===== src/rtl/gpio_port_pkg.sv =====
package gpio_port_pkg;

    localparam int REG_STRIDE = 'h10;

    typedef enum logic [2:0] {
        SEL_NONE,
        SEL_MODE,
        SEL_DIR,
        SEL_DRV,
        SEL_PADS
    } reg_sel_e;

endpackage


===== src/rtl/gpio_addr_dec.sv =====
module gpio_addr_dec
    import gpio_port_pkg::*;
#(
    parameter int                PINS      = 8,
    parameter int                ADDR_W    = 12,
    parameter logic [ADDR_W-1:0] ALIAS_OFS = 12'h080
) (
    input  logic [ADDR_W-1:0] addr,
    input  logic [2*PINS-1:0] wdata,
    input  logic              we,
    output reg_sel_e          sel,
    output logic              aliased,
    output logic [PINS-1:0]   upd_mode,
    output logic [PINS-1:0]   upd_dir,
    output logic [PINS-1:0]   upd_drv,
    output logic [PINS-1:0]   new_val
);
    localparam logic [ADDR_W-1:0] A_MODE = ADDR_W'(0);
    localparam logic [ADDR_W-1:0] A_DIR  = ADDR_W'(REG_STRIDE);
    localparam logic [ADDR_W-1:0] A_DRV  = ADDR_W'(2*REG_STRIDE);
    localparam logic [ADDR_W-1:0] A_PADS = ADDR_W'(3*REG_STRIDE);

    logic [PINS-1:0] pin_en;

    always_comb begin
        sel     = SEL_NONE;
        aliased = 1'b0;
        if      (addr == A_MODE)             sel = SEL_MODE;
        else if (addr == A_DIR)              sel = SEL_DIR;
        else if (addr == A_DRV)              sel = SEL_DRV;
        else if (addr == A_PADS)             sel = SEL_PADS;
        else if (addr == ALIAS_OFS + A_MODE) begin sel = SEL_MODE; aliased = 1'b1; end
        else if (addr == ALIAS_OFS + A_DIR)  begin sel = SEL_DIR;  aliased = 1'b1; end
        else if (addr == ALIAS_OFS + A_DRV)  begin sel = SEL_DRV;  aliased = 1'b1; end
    end

    always_comb begin
        pin_en   = aliased ? wdata[2*PINS-1:PINS] : {PINS{1'b1}};
        new_val  = wdata[PINS-1:0];
        upd_mode = (we && sel == SEL_MODE) ? pin_en : '0;
        upd_dir  = (we && sel == SEL_DIR)  ? pin_en : '0;
        upd_drv  = (we && sel == SEL_DRV)  ? pin_en : '0;
    end

endmodule


===== src/rtl/gpio_pin_reg.sv =====
module gpio_pin_reg #(
    parameter int PINS = 8
) (
    input  logic            clk,
    input  logic            rst_n,
    input  logic [PINS-1:0] upd,
    input  logic [PINS-1:0] new_val,
    output logic [PINS-1:0] q
);
    for (genvar i = 0; i < PINS; i++) begin : g_pin
        always_ff @(posedge clk) begin
            if (!rst_n)      q[i] <= 1'b0;
            else if (upd[i]) q[i] <= new_val[i];
        end

        p_take_r3: assert property (@(posedge clk) disable iff (!rst_n)
            upd[i] |=> q[i] == $past(new_val[i]));

        p_keep_r4: assert property (@(posedge clk) disable iff (!rst_n)
            !upd[i] |=> $stable(q[i]));
    end

endmodule


===== src/rtl/gpio_in_sync.sv =====
module gpio_in_sync #(
    parameter int PINS = 8
) (
    input  logic            clk,
    input  logic            rst_n,
    input  logic [PINS-1:0] pad_in,
    output logic [PINS-1:0] pad_sync
);
    logic [PINS-1:0] stage1;
    logic [1:0]      live_cnt;

    always_ff @(posedge clk) begin
        if (!rst_n) begin
            stage1   <= '0;
            pad_sync <= '0;
        end else begin
            stage1   <= pad_in;
            pad_sync <= stage1;
        end
    end

    always_ff @(posedge clk) begin
        if (!rst_n)              live_cnt <= 2'd0;
        else if (live_cnt != 2'd2) live_cnt <= live_cnt + 2'd1;
    end

    p_two_stage_r7: assert property (@(posedge clk) disable iff (!rst_n)
        (live_cnt == 2'd2) |-> pad_sync == $past(pad_in, 2));

endmodule


===== src/rtl/gpio_port.sv =====
module gpio_port
    import gpio_port_pkg::*;
#(
    parameter int                PINS      = 8,
    parameter int                ADDR_W    = 12,
    parameter logic [ADDR_W-1:0] ALIAS_OFS = 12'h080
) (
    input  logic              clk,
    input  logic              rst_n,
    input  logic [ADDR_W-1:0] bus_addr,
    input  logic [2*PINS-1:0] bus_wdata,
    input  logic              bus_we,
    output logic [2*PINS-1:0] bus_rdata,
    input  logic [PINS-1:0]   pad_in,
    output logic [PINS-1:0]   pad_out,
    output logic [PINS-1:0]   pad_oe
);
    reg_sel_e        sel;
    logic            aliased;
    logic [PINS-1:0] upd_mode, upd_dir, upd_drv, new_val;
    logic [PINS-1:0] mode_q, dir_q, drv_q, pads_q;
    logic [PINS-1:0] rd_val;

    gpio_addr_dec #(.PINS(PINS), .ADDR_W(ADDR_W), .ALIAS_OFS(ALIAS_OFS)) u_dec (
        .addr     (bus_addr),
        .wdata    (bus_wdata),
        .we       (bus_we),
        .sel      (sel),
        .aliased  (aliased),
        .upd_mode (upd_mode),
        .upd_dir  (upd_dir),
        .upd_drv  (upd_drv),
        .new_val  (new_val)
    );

    gpio_pin_reg #(.PINS(PINS)) u_mode (
        .clk(clk), .rst_n(rst_n), .upd(upd_mode), .new_val(new_val), .q(mode_q));
    gpio_pin_reg #(.PINS(PINS)) u_dir (
        .clk(clk), .rst_n(rst_n), .upd(upd_dir), .new_val(new_val), .q(dir_q));
    gpio_pin_reg #(.PINS(PINS)) u_drv (
        .clk(clk), .rst_n(rst_n), .upd(upd_drv), .new_val(new_val), .q(drv_q));

    gpio_in_sync #(.PINS(PINS)) u_sync (
        .clk(clk), .rst_n(rst_n), .pad_in(pad_in), .pad_sync(pads_q));

    always_comb begin
        unique case (sel)
            SEL_MODE: rd_val = mode_q;
            SEL_DIR:  rd_val = dir_q;
            SEL_DRV:  rd_val = drv_q;
            SEL_PADS: rd_val = pads_q;
            default:  rd_val = '0;
        endcase
    end

    assign bus_rdata = {{PINS{1'b0}}, rd_val};
    assign pad_oe    = mode_q & dir_q;
    assign pad_out   = drv_q;

    p_one_target_r8: assert property (@(posedge clk) disable iff (!rst_n)
        $onehot0({|upd_mode, |upd_dir, |upd_drv}));

    p_pads_read_only_r8: assert property (@(posedge clk) disable iff (!rst_n)
        (sel == SEL_PADS) |-> (upd_mode == '0 && upd_dir == '0 && upd_drv == '0));

    p_oe_quiet_r5: assert property (@(posedge clk) disable iff (!rst_n)
        !bus_we |=> $stable(pad_oe));

    p_out_quiet_r6: assert property (@(posedge clk) disable iff (!rst_n)
        !bus_we |=> $stable(pad_out));

    p_alias_upper_zero_r9: assert property (@(posedge clk) disable iff (!rst_n)
        aliased |-> bus_rdata[2*PINS-1:PINS] == '0);

endmodule


===== config.mk =====
export PLATFORM = sky130hd
export DESIGN_NAME = gpio_port
export DESIGN_NICKNAME = d
export VERILOG_FILES = /design/src/rtl/gpio_port_pkg.sv /design/src/rtl/gpio_addr_dec.sv /design/src/rtl/gpio_pin_reg.sv /design/src/rtl/gpio_in_sync.sv /design/src/rtl/gpio_port.sv
export SDC_FILE = /design/constraint.sdc
export NUM_CORES = 1
export LEC_CHECK = 0
export CORE_MARGIN = 2
export CORE_UTILIZATION = 45
export DETAILED_ROUTE_END_ITERATION = 12
export PLACE_DENSITY = 0.78
export SYNTH_ARGS = -nofsm -noshare
export SYNTH_HDL_FRONTEND = slang
export SYNTH_SLANG_ARGS = --single-unit

===== constraint.sdc =====
create_clock -name clk -period 2 [get_ports clk]
set_clock_uncertainty 0.05 [all_clocks]
set_input_delay 0.4 -clock clk [delete_from_list [all_inputs] [get_ports clk]]
set_output_delay 0.4 -clock clk [all_outputs]
set_load 0.1 [all_outputs]

==> flow_summary.html, run 1 <==
<table>
<tr><th>Metric</th><th>Value</th></tr>
<tr><th colspan="2">Run status</th></tr>
<tr><td>Status</td><td>finished, violations left</td></tr>
<tr><td>Violations in the final reports</td><td>negative setup slack</td></tr>
<tr><th colspan="2">Worst setup path</th></tr>
<tr><td>CP most frequent cell</td><td>sky130_fd_sc_hd__buf_12</td></tr>
<tr><td>Library cell contributing the largest single delay on the critical path</td><td>sky130_fd_sc_hd__nor4_4</td></tr>
<tr><td>Launch point of the worst path</td><td>bus_addr[10]</td></tr>
<tr><td>Worst reg2reg path endpoint</td><td>u_dir.q[5]</td></tr>
<tr><td>Critical Path End</td><td>bus_rdata[2]</td></tr>
<tr><td>Origin of the critical flop-to-flop path</td><td>u_dir.q[5]</td></tr>
<tr><td>CP Capture Type</td><td>primary output</td></tr>
<tr><td>Critical Path, Cell by Cell</td><td>buf_6 -&gt; nor4_4 -&gt; nand3b_1 -&gt; buf_12 -&gt; a211oi_4 -&gt; buf_12</td></tr>
<tr><td>Crit path DAT</td><td>between 1500 and 2000 ps</td></tr>
<tr><td>Biggest cell delay along the critical path</td><td>290 ps</td></tr>
<tr><td>Worst Path Max Fanout</td><td>8</td></tr>
<tr><td>R2r worst-path depth</td><td>2</td></tr>
<tr><td>Crit path required time</td><td>around 1600 ps</td></tr>
<tr><td>Setup slack of the worst register-to-register path</td><td>1230 ps</td></tr>
<tr><td>Start-to-end type of the worst setup path</td><td>in2out</td></tr>
<tr><td>Startpoint types</td><td>input port</td></tr>
<tr><th colspan="2">Floorplanning</th></tr>
<tr><td>Initial Util</td><td>46.7%</td></tr>
<tr><td>Floorplan die height</td><td>approximately 70 um</td></tr>
<tr><td>DIE AREA</td><td>roughly 0.005 mm^2</td></tr>
<tr><td>Die width</td><td>71.5 um</td></tr>
<tr><td>Number of top-level pins</td><td>71</td></tr>
<tr><td>Std-Cell Core Area</td><td>between 0.004 and 0.005 mm^2</td></tr>
<tr><td>Total number of placement rows</td><td>24</td></tr>
<tr><th colspan="2">Finish</th></tr>
<tr><td>Final design instance area without fill</td><td>0.00330 mm^2</td></tr>
<tr><td>Register area</td><td>~800 um^2</td></tr>
<tr><td>Total Nets Final</td><td>approximately 370</td></tr>
<tr><td>Area of combinational cells with multiple inputs</td><td>0.00127 mm^2</td></tr>
<tr><td>Area growth from synthesis to final layout</td><td>61.3%</td></tr>
<tr><td>Fraction of final layout cells sized beyond drive strength 1</td><td>between 30% and 40%</td></tr>
<tr><td>Number of fill cells in the layout</td><td>between 200 and 300</td></tr>
<tr><td>Inserted Diodes</td><td>0</td></tr>
<tr><th colspan="2">Placed design</th></tr>
<tr><td>HPWL after detailed placement</td><td>roughly 4.0 mm</td></tr>
<tr><td>Routability-driven placement congestion ratio</td><td>slightly above 0.8</td></tr>
<tr><td>Area after DPL</td><td>around 0.0031 mm^2</td></tr>
<tr><td>Pre-CTS setup slack</td><td>-479 ps</td></tr>
<tr><td>Count of buffers inserted at the top-level ports</td><td>between 60 and 70</td></tr>
<tr><th colspan="2">Timing</th></tr>
<tr><td>Achievable Freq</td><td>between 400 and 500 MHz</td></tr>
<tr><td>Slew Limit Fails</td><td>0</td></tr>
<tr><td>Final min period</td><td>2070 ps</td></tr>
<tr><td>Unrepaired setup endpoints after global routing</td><td>true</td></tr>
<tr><td>Setup total negative slack</td><td>-339 ps</td></tr>
<tr><td>Final period utilization</td><td>104%</td></tr>
<tr><td>Min setup slack post-route</td><td>-72.6 ps</td></tr>
<tr><td>Final-report setup violation count</td><td>8</td></tr>
<tr><td>Number of hold violations in the final report</td><td>0</td></tr>
<tr><th colspan="2">Global route</th></tr>
<tr><td>Largest net degree at the start of global routing</td><td>49</td></tr>
<tr><td>Overall track demand over capacity in global routing</td><td>23.3%</td></tr>
<tr><td>Via count of the first global-routing pass</td><td>slightly below 2000</td></tr>
<tr><td>Number of antenna violations at the first check in global routing</td><td>0</td></tr>
<tr><td>Global-route wire length before repair</td><td>9.44 mm</td></tr>
<tr><td>Remaining Overflow, GRT</td><td>0</td></tr>
<tr><th colspan="2">Detailed routing</th></tr>
<tr><td>Detailed Route WL</td><td>a little under 6 mm</td></tr>
<tr><td>Detailed-route via count</td><td>approximately 2000</td></tr>
<tr><td>Via-per-instance ratio</td><td>5.34</td></tr>
<tr><td>First drt pass iteration count</td><td>4</td></tr>
<tr><td>Violation count after the first detailed-routing iteration</td><td>roughly 260</td></tr>
<tr><td>DR WL/cell</td><td>15.4 um</td></tr>
<tr><td>DRC</td><td>0</td></tr>
<tr><td>Antenna viol nets, final</td><td>0</td></tr>
<tr><th colspan="2">Clock network</th></tr>
<tr><td>Total clock buffers created by CTS</td><td>5</td></tr>
<tr><td>CTS Root Buffer Type</td><td>sky130_fd_sc_hd__clkbuf_8</td></tr>
<tr><td>Worst-skew pair later-pin latency</td><td>280 ps</td></tr>
<tr><td>CTS max path bufs</td><td>2</td></tr>
<tr><td>CTS H-tree lvls</td><td>2</td></tr>
<tr><td>Clock transition at the registers of the reported paths</td><td>70 ps</td></tr>
<tr><td>Number of clock sinks</td><td>40</td></tr>
<tr><td>CTS tree</td><td>yes</td></tr>
<tr><th colspan="2">Yosys</th></tr>
<tr><td>Most used flip-flop cell after synthesis</td><td>sky130_fd_sc_hd__dfxtp_1</td></tr>
<tr><td>Count of yosys warnings during synthesis</td><td>0</td></tr>
<tr><td>Post-Synthesis Cell Area</td><td>0.00205 mm^2</td></tr>
<tr><td>Dominant cells by area after synthesis</td><td>sky130_fd_sc_hd__dfxtp_1 (39%), sky130_fd_sc_hd__mux2i_1 (12%), sky130_fd_sc_hd__nand2_1 (10%)</td></tr>
<tr><td>Share of Yosys cell area claimed by the top area cell type</td><td>between 30 and 40%</td></tr>
<tr><td>Post-synth EDFFs</td><td>0</td></tr>
<tr><td>Gate count of the mapped netlist</td><td>about 250</td></tr>
<tr><td>Syn Area/Cell</td><td>about 8.3 um^2</td></tr>
<tr><td>Largest area contributor in the netlist</td><td>sky130_fd_sc_hd__dfxtp_1</td></tr>
<tr><td>Count of state elements after synthesis</td><td>40</td></tr>
<tr><td>Ys async rst share</td><td>0%</td></tr>
<tr><td>Library cell with the highest instance count after synthesis</td><td>sky130_fd_sc_hd__nand2_1</td></tr>
<tr><td>Top post-synthesis cells by count</td><td>sky130_fd_sc_hd__nand2_1 (56), sky130_fd_sc_hd__dfxtp_1 (40), sky130_fd_sc_hd__and2_1 (24), sky130_fd_sc_hd__mux2i_1 (24), sky130_fd_sc_hd__o21ai_0 (16)</td></tr>
<tr><td>Cell variety after synth</td><td>24</td></tr>
<tr><td>Seq/Total Area, Yosys</td><td>roughly two fifths</td></tr>
<tr><th colspan="2">Worst hold path</th></tr>
<tr><td>Class of the worst hold path</td><td>reg2reg</td></tr>
<tr><th colspan="2">Power and ir drop</th></tr>
<tr><td>Highest ir drop seen on vdd</td><td>roughly 0.00047 V</td></tr>
<tr><td>P_leak</td><td>1.43 nW</td></tr>
<tr><td>Pwr Total</td><td>1.77 mW</td></tr>
<tr><td>Power per standard cell area</td><td>about 530 mW/mm^2</td></tr>
<tr><th colspan="2">Job</th></tr>
<tr><td>Number of maximum-capacitance violations</td><td>0</td></tr>
</table>
==> worst max-delay path: cells and delay by family <==
family / cells / cell delay [ps]
AO/OA/AOI/OAI: 1 / 230
buffers and inverters: 3 / 500
AND/OR/NAND/NOR: 2 / 470
==> power by group <==
part / internal (mW) / switching, mW
clock network: 0.369 / 0.279
logic: 0.126 / 0.179
registers: 0.811 / 0.00281
==> layer usage <==
layer  part of all wire, %  GRT usage, %  up-vias
met3                   8.8          3.80       11
met4                   1.7          6.92        0
li1                      -             -      971
met5                     0             0        -
met2                    48          40.2      118
met1                    41          29.9      939
==> sequential cells by signal, indices dropped and copies added (netlist names) <==
name / cells
u_sync.pad_sync: 8
u_drv.q: 8
u_sync.stage1: 8
u_dir.q: 8
u_mode.q: 8
==> cell families (layout without fill, tap and decap cells) <==
kind of cell	Yosys count	count (layout)	share of synthesized area, %
AOI/OAI and AO/OA	33	33	9.84
buffers and inverters	34	111	8.61
DFF	40	40	39.1
muxes	32	32	16.1
other	1	8	0.183
and+or+nand+nor	106	106	26.1
==> area by class of cell <==
class / instances / share of cell area [%]
Multi-Input combinational cell: 179 / 38.3
Clock inverter: 3 / 1.29
Sequential cell: 40 / 24.2
Inverter: 9 / 1.02
Timing Repair Buffer: 94 / 31.1
Tap cell: 52 / 1.97
Clock buffer: 5 / 2.08
==> cell usage in the layout (no fill, tap or decap), types with 2 or more instances in the layout <==
master                             n
sky130_fd_sc_hd__nand2_1          55
sky130_fd_sc_hd__dfxtp_1          40
sky130_fd_sc_hd__buf_4            34
sky130_fd_sc_hd__clkdlybuf4s50_1  26
sky130_fd_sc_hd__and2_1           24
sky130_fd_sc_hd__mux2i_1          23
sky130_fd_sc_hd__buf_12           18
sky130_fd_sc_hd__o21ai_1          12
sky130_fd_sc_hd__inv_1             8
sky130_fd_sc_hd__mux2_2            8
sky130_fd_sc_hd__a211oi_4          8
sky130_fd_sc_hd__nor2_1            8
sky130_fd_sc_hd__nand4_1           8
sky130_fd_sc_hd__conb_1            8
sky130_fd_sc_hd__o22ai_2           7
sky130_fd_sc_hd__buf_6             7
sky130_fd_sc_hd__clkbuf_8          5
sky130_fd_sc_hd__o21ai_0           4
sky130_fd_sc_hd__buf_2             4
sky130_fd_sc_hd__clkdlybuf4s15_2   3
sky130_fd_sc_hd__nor4_4            2
sky130_fd_sc_hd__and3_4            2
sky130_fd_sc_hd__nor4bb_1          2
==> worst min-delay path by stage <==
| stage | slack (ps) | end | depth (start not counted) | startpoint |
|---|---|---|---|---|
| after global placement | 360 | u_sync.pad_sync[6] | 1 | u_sync.stage1[6] |
| after global routing | 400 | u_sync.pad_sync[1] | 1 | u_sync.stage1[1] |
| after detailed placement | 370 | u_sync.pad_sync[0] | 1 | u_sync.stage1[0] |
| final | 380 | u_sync.pad_sync[0] | 1 | u_sync.stage1[0] |
| after CTS | 390 | u_sync.pad_sync[0] | 1 | u_sync.stage1[0] |
| after floorplan | 360 | u_sync.pad_sync[0] | 1 | u_sync.stage1[0] |
==> what timing repair did <==
action | 4_1_cts | 5_1_grt
resized for setup | 71 | 3
buffers inserted | 9 | 0
hold endpoints to repair | 0 | 0
cloned | 1 | 0
hold buffers | 0 | 0
pin swaps | 9 | 3
endpoints found under the setup margin | 8 | 32
==> through the flow <==
stage,instances,util [%],hold slack (ps)
2_1_floorplan,253,-,362
3_3_place_gp,366,69.9,364
3_5_place_dp,366,69.9,370
4_1_cts,384,75.5,387
5_1_grt,382,75.4,396
6_report,382,75.4,383
(Power assumes the default switching activity.)
==> run 2, diff against run 1 <==
--- a/config.mk
+++ b/config.mk
@@ -7,7 +7,9 @@
 export LEC_CHECK = 0
 export CORE_MARGIN = 2
 export CORE_UTILIZATION = 45
+export CTS_CLUSTER_SIZE = 24
 export DETAILED_ROUTE_END_ITERATION = 12
+export MAX_ROUTING_LAYER = met4
 export PLACE_DENSITY = 0.78
 export SYNTH_ARGS = -nofsm -noshare
 export SYNTH_HDL_FRONTEND = slang
==> run 2 against run 1 <==
Compared with the run above: largest cell class unchanged; clock power barely moved; utilization did not move; largest power group unchanged; register-to-register slack barely moved; the run still ends with negative setup slack left; global-route usage rose by 0.76 points.
==> flow_summary.html, run 2 (synthesis results as in run 1) <==
<table>
<tr><th>Metric</th><th>Value</th></tr>
<tr><th colspan="2">Power and ir drop</th></tr>
<tr><td>Pwr Total</td><td>1.76 mW (-0.17%)</td></tr>
<tr><td>P_leak</td><td>1.43 nW (unchanged)</td></tr>
<tr><td>Combinational fraction of design power</td><td>17.3% (about the same)</td></tr>
<tr><td>Internal portion of total power</td><td>1.31 mW (about the same)</td></tr>
<tr><td>Power per standard cell area</td><td>534 mW/mm^2 (-0.17%)</td></tr>
<tr><td>Total net switching power</td><td>0.458 mW (-0.62%)</td></tr>
<tr><td>Register share of total power</td><td>46.1% (about the same)</td></tr>
<tr><td>Fraction of power consumed by the clock network</td><td>36.6% (about the same)</td></tr>
<tr><td>Highest ir drop seen on vdd</td><td>0.000471 V (+0.17%)</td></tr>
<tr><td>Net switching fraction of the power</td><td>26.0% (-0.12 points)</td></tr>
<tr><th colspan="2">Detailed routing</th></tr>
<tr><td>Violation count after the first detailed-routing iteration</td><td>224 (-15%)</td></tr>
<tr><td>Antenna viol nets, final</td><td>0 (unchanged)</td></tr>
<tr><td>Detailed Route WL</td><td>5.83 mm (-0.65%)</td></tr>
<tr><td>DRC</td><td>0 (unchanged)</td></tr>
<tr><td>Detailed-route via count</td><td>2003 (-1.8%)</td></tr>
<tr><td>DR WL/cell</td><td>15.3 um (-0.65%)</td></tr>
<tr><td>First drt pass iteration count</td><td>4 (unchanged)</td></tr>
<tr><td>Via-per-instance ratio</td><td>5.24 (-1.8%)</td></tr>
<tr><th colspan="2">Clock network</th></tr>
<tr><td>CTS max path bufs</td><td>2 (unchanged)</td></tr>
<tr><td>Clock transition at the registers of the reported paths</td><td>70 ps (about the same)</td></tr>
<tr><td>Worst-skew pair later-pin latency</td><td>280 ps (about the same)</td></tr>
<tr><td>CTS Root Buffer Type</td><td>sky130_fd_sc_hd__clkbuf_8</td></tr>
<tr><td>Number of clock sinks</td><td>40 (unchanged)</td></tr>
<tr><td>CTS tree</td><td>yes</td></tr>
<tr><td>Total clock buffers created by CTS</td><td>5 (unchanged)</td></tr>
<tr><td>CTS H-tree lvls</td><td>2 (unchanged)</td></tr>
<tr><td>Post-CTS Hold Buffers</td><td>0 (unchanged)</td></tr>
<tr><th colspan="2">Worst setup path</th></tr>
<tr><td>Crit path DAT</td><td>1630 ps (about the same)</td></tr>
<tr><td>Start-to-end type of the worst setup path</td><td>in2out</td></tr>
<tr><td>Startpoint types</td><td>input port</td></tr>
<tr><td>Worst Path Max Fanout</td><td>8 (unchanged)</td></tr>
<tr><td>CP Capture Type</td><td>primary output</td></tr>
<tr><td>Crit path required time</td><td>1550 ps (about the same)</td></tr>
<tr><th colspan="2">Timing</th></tr>
<tr><td>Unrepaired setup endpoints after global routing</td><td>true</td></tr>
<tr><td>Slew Limit Fails</td><td>0 (unchanged)</td></tr>
<tr><td>Final min period</td><td>2080 ps (+2.61 ps)</td></tr>
<tr><td>Number of hold violations in the final report</td><td>0 (unchanged)</td></tr>
<tr><td>Final period utilization</td><td>104% (+0.13 points)</td></tr>
<tr><td>Final-report setup violation count</td><td>8 (unchanged)</td></tr>
<tr><td>Min setup slack post-route</td><td>-75.2 ps (-2.61 ps)</td></tr>
<tr><td>Achievable Freq</td><td>482 MHz (-0.13%)</td></tr>
<tr><th colspan="2">Floorplanning</th></tr>
<tr><td>Die width</td><td>71.5 um (unchanged)</td></tr>
<tr><td>Number of top-level pins</td><td>71 (unchanged)</td></tr>
<tr><td>Initial Util</td><td>46.7% (unchanged)</td></tr>
<tr><td>Floorplan die height</td><td>71.5 um (unchanged)</td></tr>
<tr><td>Total number of placement rows</td><td>24 (unchanged)</td></tr>
<tr><td>DIE AREA</td><td>0.00511 mm^2 (unchanged)</td></tr>
<tr><td>Std-Cell Core Area</td><td>0.00438 mm^2 (unchanged)</td></tr>
<tr><th colspan="2">Finish</th></tr>
<tr><td>Final design instance area without fill</td><td>0.00330 mm^2 (unchanged)</td></tr>
<tr><td>Number of fill cells in the layout</td><td>287 (unchanged)</td></tr>
<tr><td>Post-route insts no fill</td><td>382 (unchanged)</td></tr>
<tr><td>Core utilization of the finished layout</td><td>75.4% (unchanged)</td></tr>
<tr><td>Inserted Diodes</td><td>0 (unchanged)</td></tr>
<tr><td>Most common library cell in the layout ignoring fill and taps</td><td>sky130_fd_sc_hd__nand2_1</td></tr>
<tr><td>Total Nets Final</td><td>368 (unchanged)</td></tr>
<tr><td>Commonest cells after routing, fill and taps aside</td><td>sky130_fd_sc_hd__nand2_1 (55), sky130_fd_sc_hd__dfxtp_1 (40), sky130_fd_sc_hd__buf_4 (34)</td></tr>
<tr><td>Area growth from synthesis to final layout</td><td>61.3% (unchanged)</td></tr>
<tr><td>Fraction of final layout cells sized beyond drive strength 1</td><td>31.8% (unchanged)</td></tr>
<tr><th colspan="2">Placed design</th></tr>
<tr><td>Placed instance count</td><td>366 (unchanged)</td></tr>
<tr><td>HPWL after detailed placement</td><td>3.98 mm (unchanged)</td></tr>
<tr><td>Area after DPL</td><td>0.00306 mm^2 (unchanged)</td></tr>
<tr><td>Count of buffers inserted at the top-level ports</td><td>62 (unchanged)</td></tr>
<tr><td>Routability-driven placement congestion ratio</td><td>0.841 (+1.5%)</td></tr>
<tr><td>Pre-CTS setup slack</td><td>-479 ps (unchanged)</td></tr>
<tr><th colspan="2">Global route</th></tr>
<tr><td>Global-route wire length before repair</td><td>9.45 mm (about the same)</td></tr>
<tr><td>Remaining Overflow, GRT</td><td>0 (unchanged)</td></tr>
<tr><td>Overall track demand over capacity in global routing</td><td>24.0% (+0.76 points)</td></tr>
<tr><td>Via count of the first global-routing pass</td><td>1959 (-0.10%)</td></tr>
<tr><td>Number of antenna violations at the first check in global routing</td><td>0 (unchanged)</td></tr>
<tr><td>Largest net degree at the start of global routing</td><td>49 (unchanged)</td></tr>
<tr><th colspan="2">Worst hold path</th></tr>
<tr><td>Class of the worst hold path</td><td>reg2reg</td></tr>
<tr><th colspan="2">Run status</th></tr>
<tr><td>Violations in the final reports</td><td>negative setup slack</td></tr>
<tr><td>Status</td><td>finished, violations left</td></tr>
<tr><th colspan="2">Job</th></tr>
<tr><td>Number of maximum-capacitance violations</td><td>0 (unchanged)</td></tr>
</table>
run 2: worst paths after layout:
| path | from | end | slack, ps | cells past startpoint |
|---|---|---|---|---|
| max | bus_addr[10] | bus_rdata[2] | -80 | 6 |
| min | u_sync.stage1[0] | u_sync.pad_sync[0] | 380 | 1 |
| max reg2reg | u_dir.q[5] | u_dir.q[5] | 1220 | 2 |
| min reg2reg | u_sync.stage1[0] | u_sync.pad_sync[0] | 380 | 1 |
run 2: final cells by class:
| class | count | area, um^2 | area share (%) |
|---|---|---|---|
| well taps | 52 | 65.1 | 1.97 |
| multi-input cells | 179 | 1270 | 38.3 |
| flip-flops and latches | 40 | 801 | 24.2 |
| inverters | 9 | 33.8 | 1.02 |
| clock inverters | 3 | 42.5 | 1.29 |
| repair buffers | 94 | 1030 | 31.1 |
| clock buffers | 5 | 68.8 | 2.08 |
run 2: critical path: stages:
cell	delay, ps
sky130_fd_sc_hd__buf_6	90
sky130_fd_sc_hd__nor4_4	290
sky130_fd_sc_hd__nand3b_1	180
sky130_fd_sc_hd__buf_12	200
sky130_fd_sc_hd__a211oi_4	230
sky130_fd_sc_hd__buf_12	210
run 2: power by group through the flow:
stage                     registers (mW)  clock network (mW)  logic (mW)
final                              0.813               0.645       0.304
after floorplan                    0.832                   0       0.172
after global placement             0.832                   0       0.279
after detailed placement           0.832                   0       0.283
after global routing               0.815               0.686       0.321
after CTS                          0.813               0.652       0.302
run 2: what timing repair did:
item                                    in CTS  in global routing
gates resized for setup                     71                  3
pin swaps                                    9                  3
gates cloned                                 1                  0
setup buffers                                9                  0
endpoints found under the hold margin        0                  0
endpoints found under the setup margin       8                 32
run 2: metrics by stage:
stage | hold slack [ps] | setup TNS (ps)
2_1_floorplan | 362 | -6840
3_3_place_gp | 364 | -6460
3_5_place_dp | 370 | -7690
4_1_cts | 387 | -156
5_1_grt | 396 | -878
6_report | 383 | -356
run 2: per-layer routing:
layer | part of all wire [%] | track usage (%) | vias to the layer above | routed length, um
met5 | 0 | - | - | 0
met4 | 1.6 | 6.92 | 0 | 91
met3 | 8.7 | 3.80 | 10 | 508
met1 | 41 | 29.9 | 917 | 2400
met2 | 48 | 40.4 | 102 | 2830
li1 | - | - | 974 | -
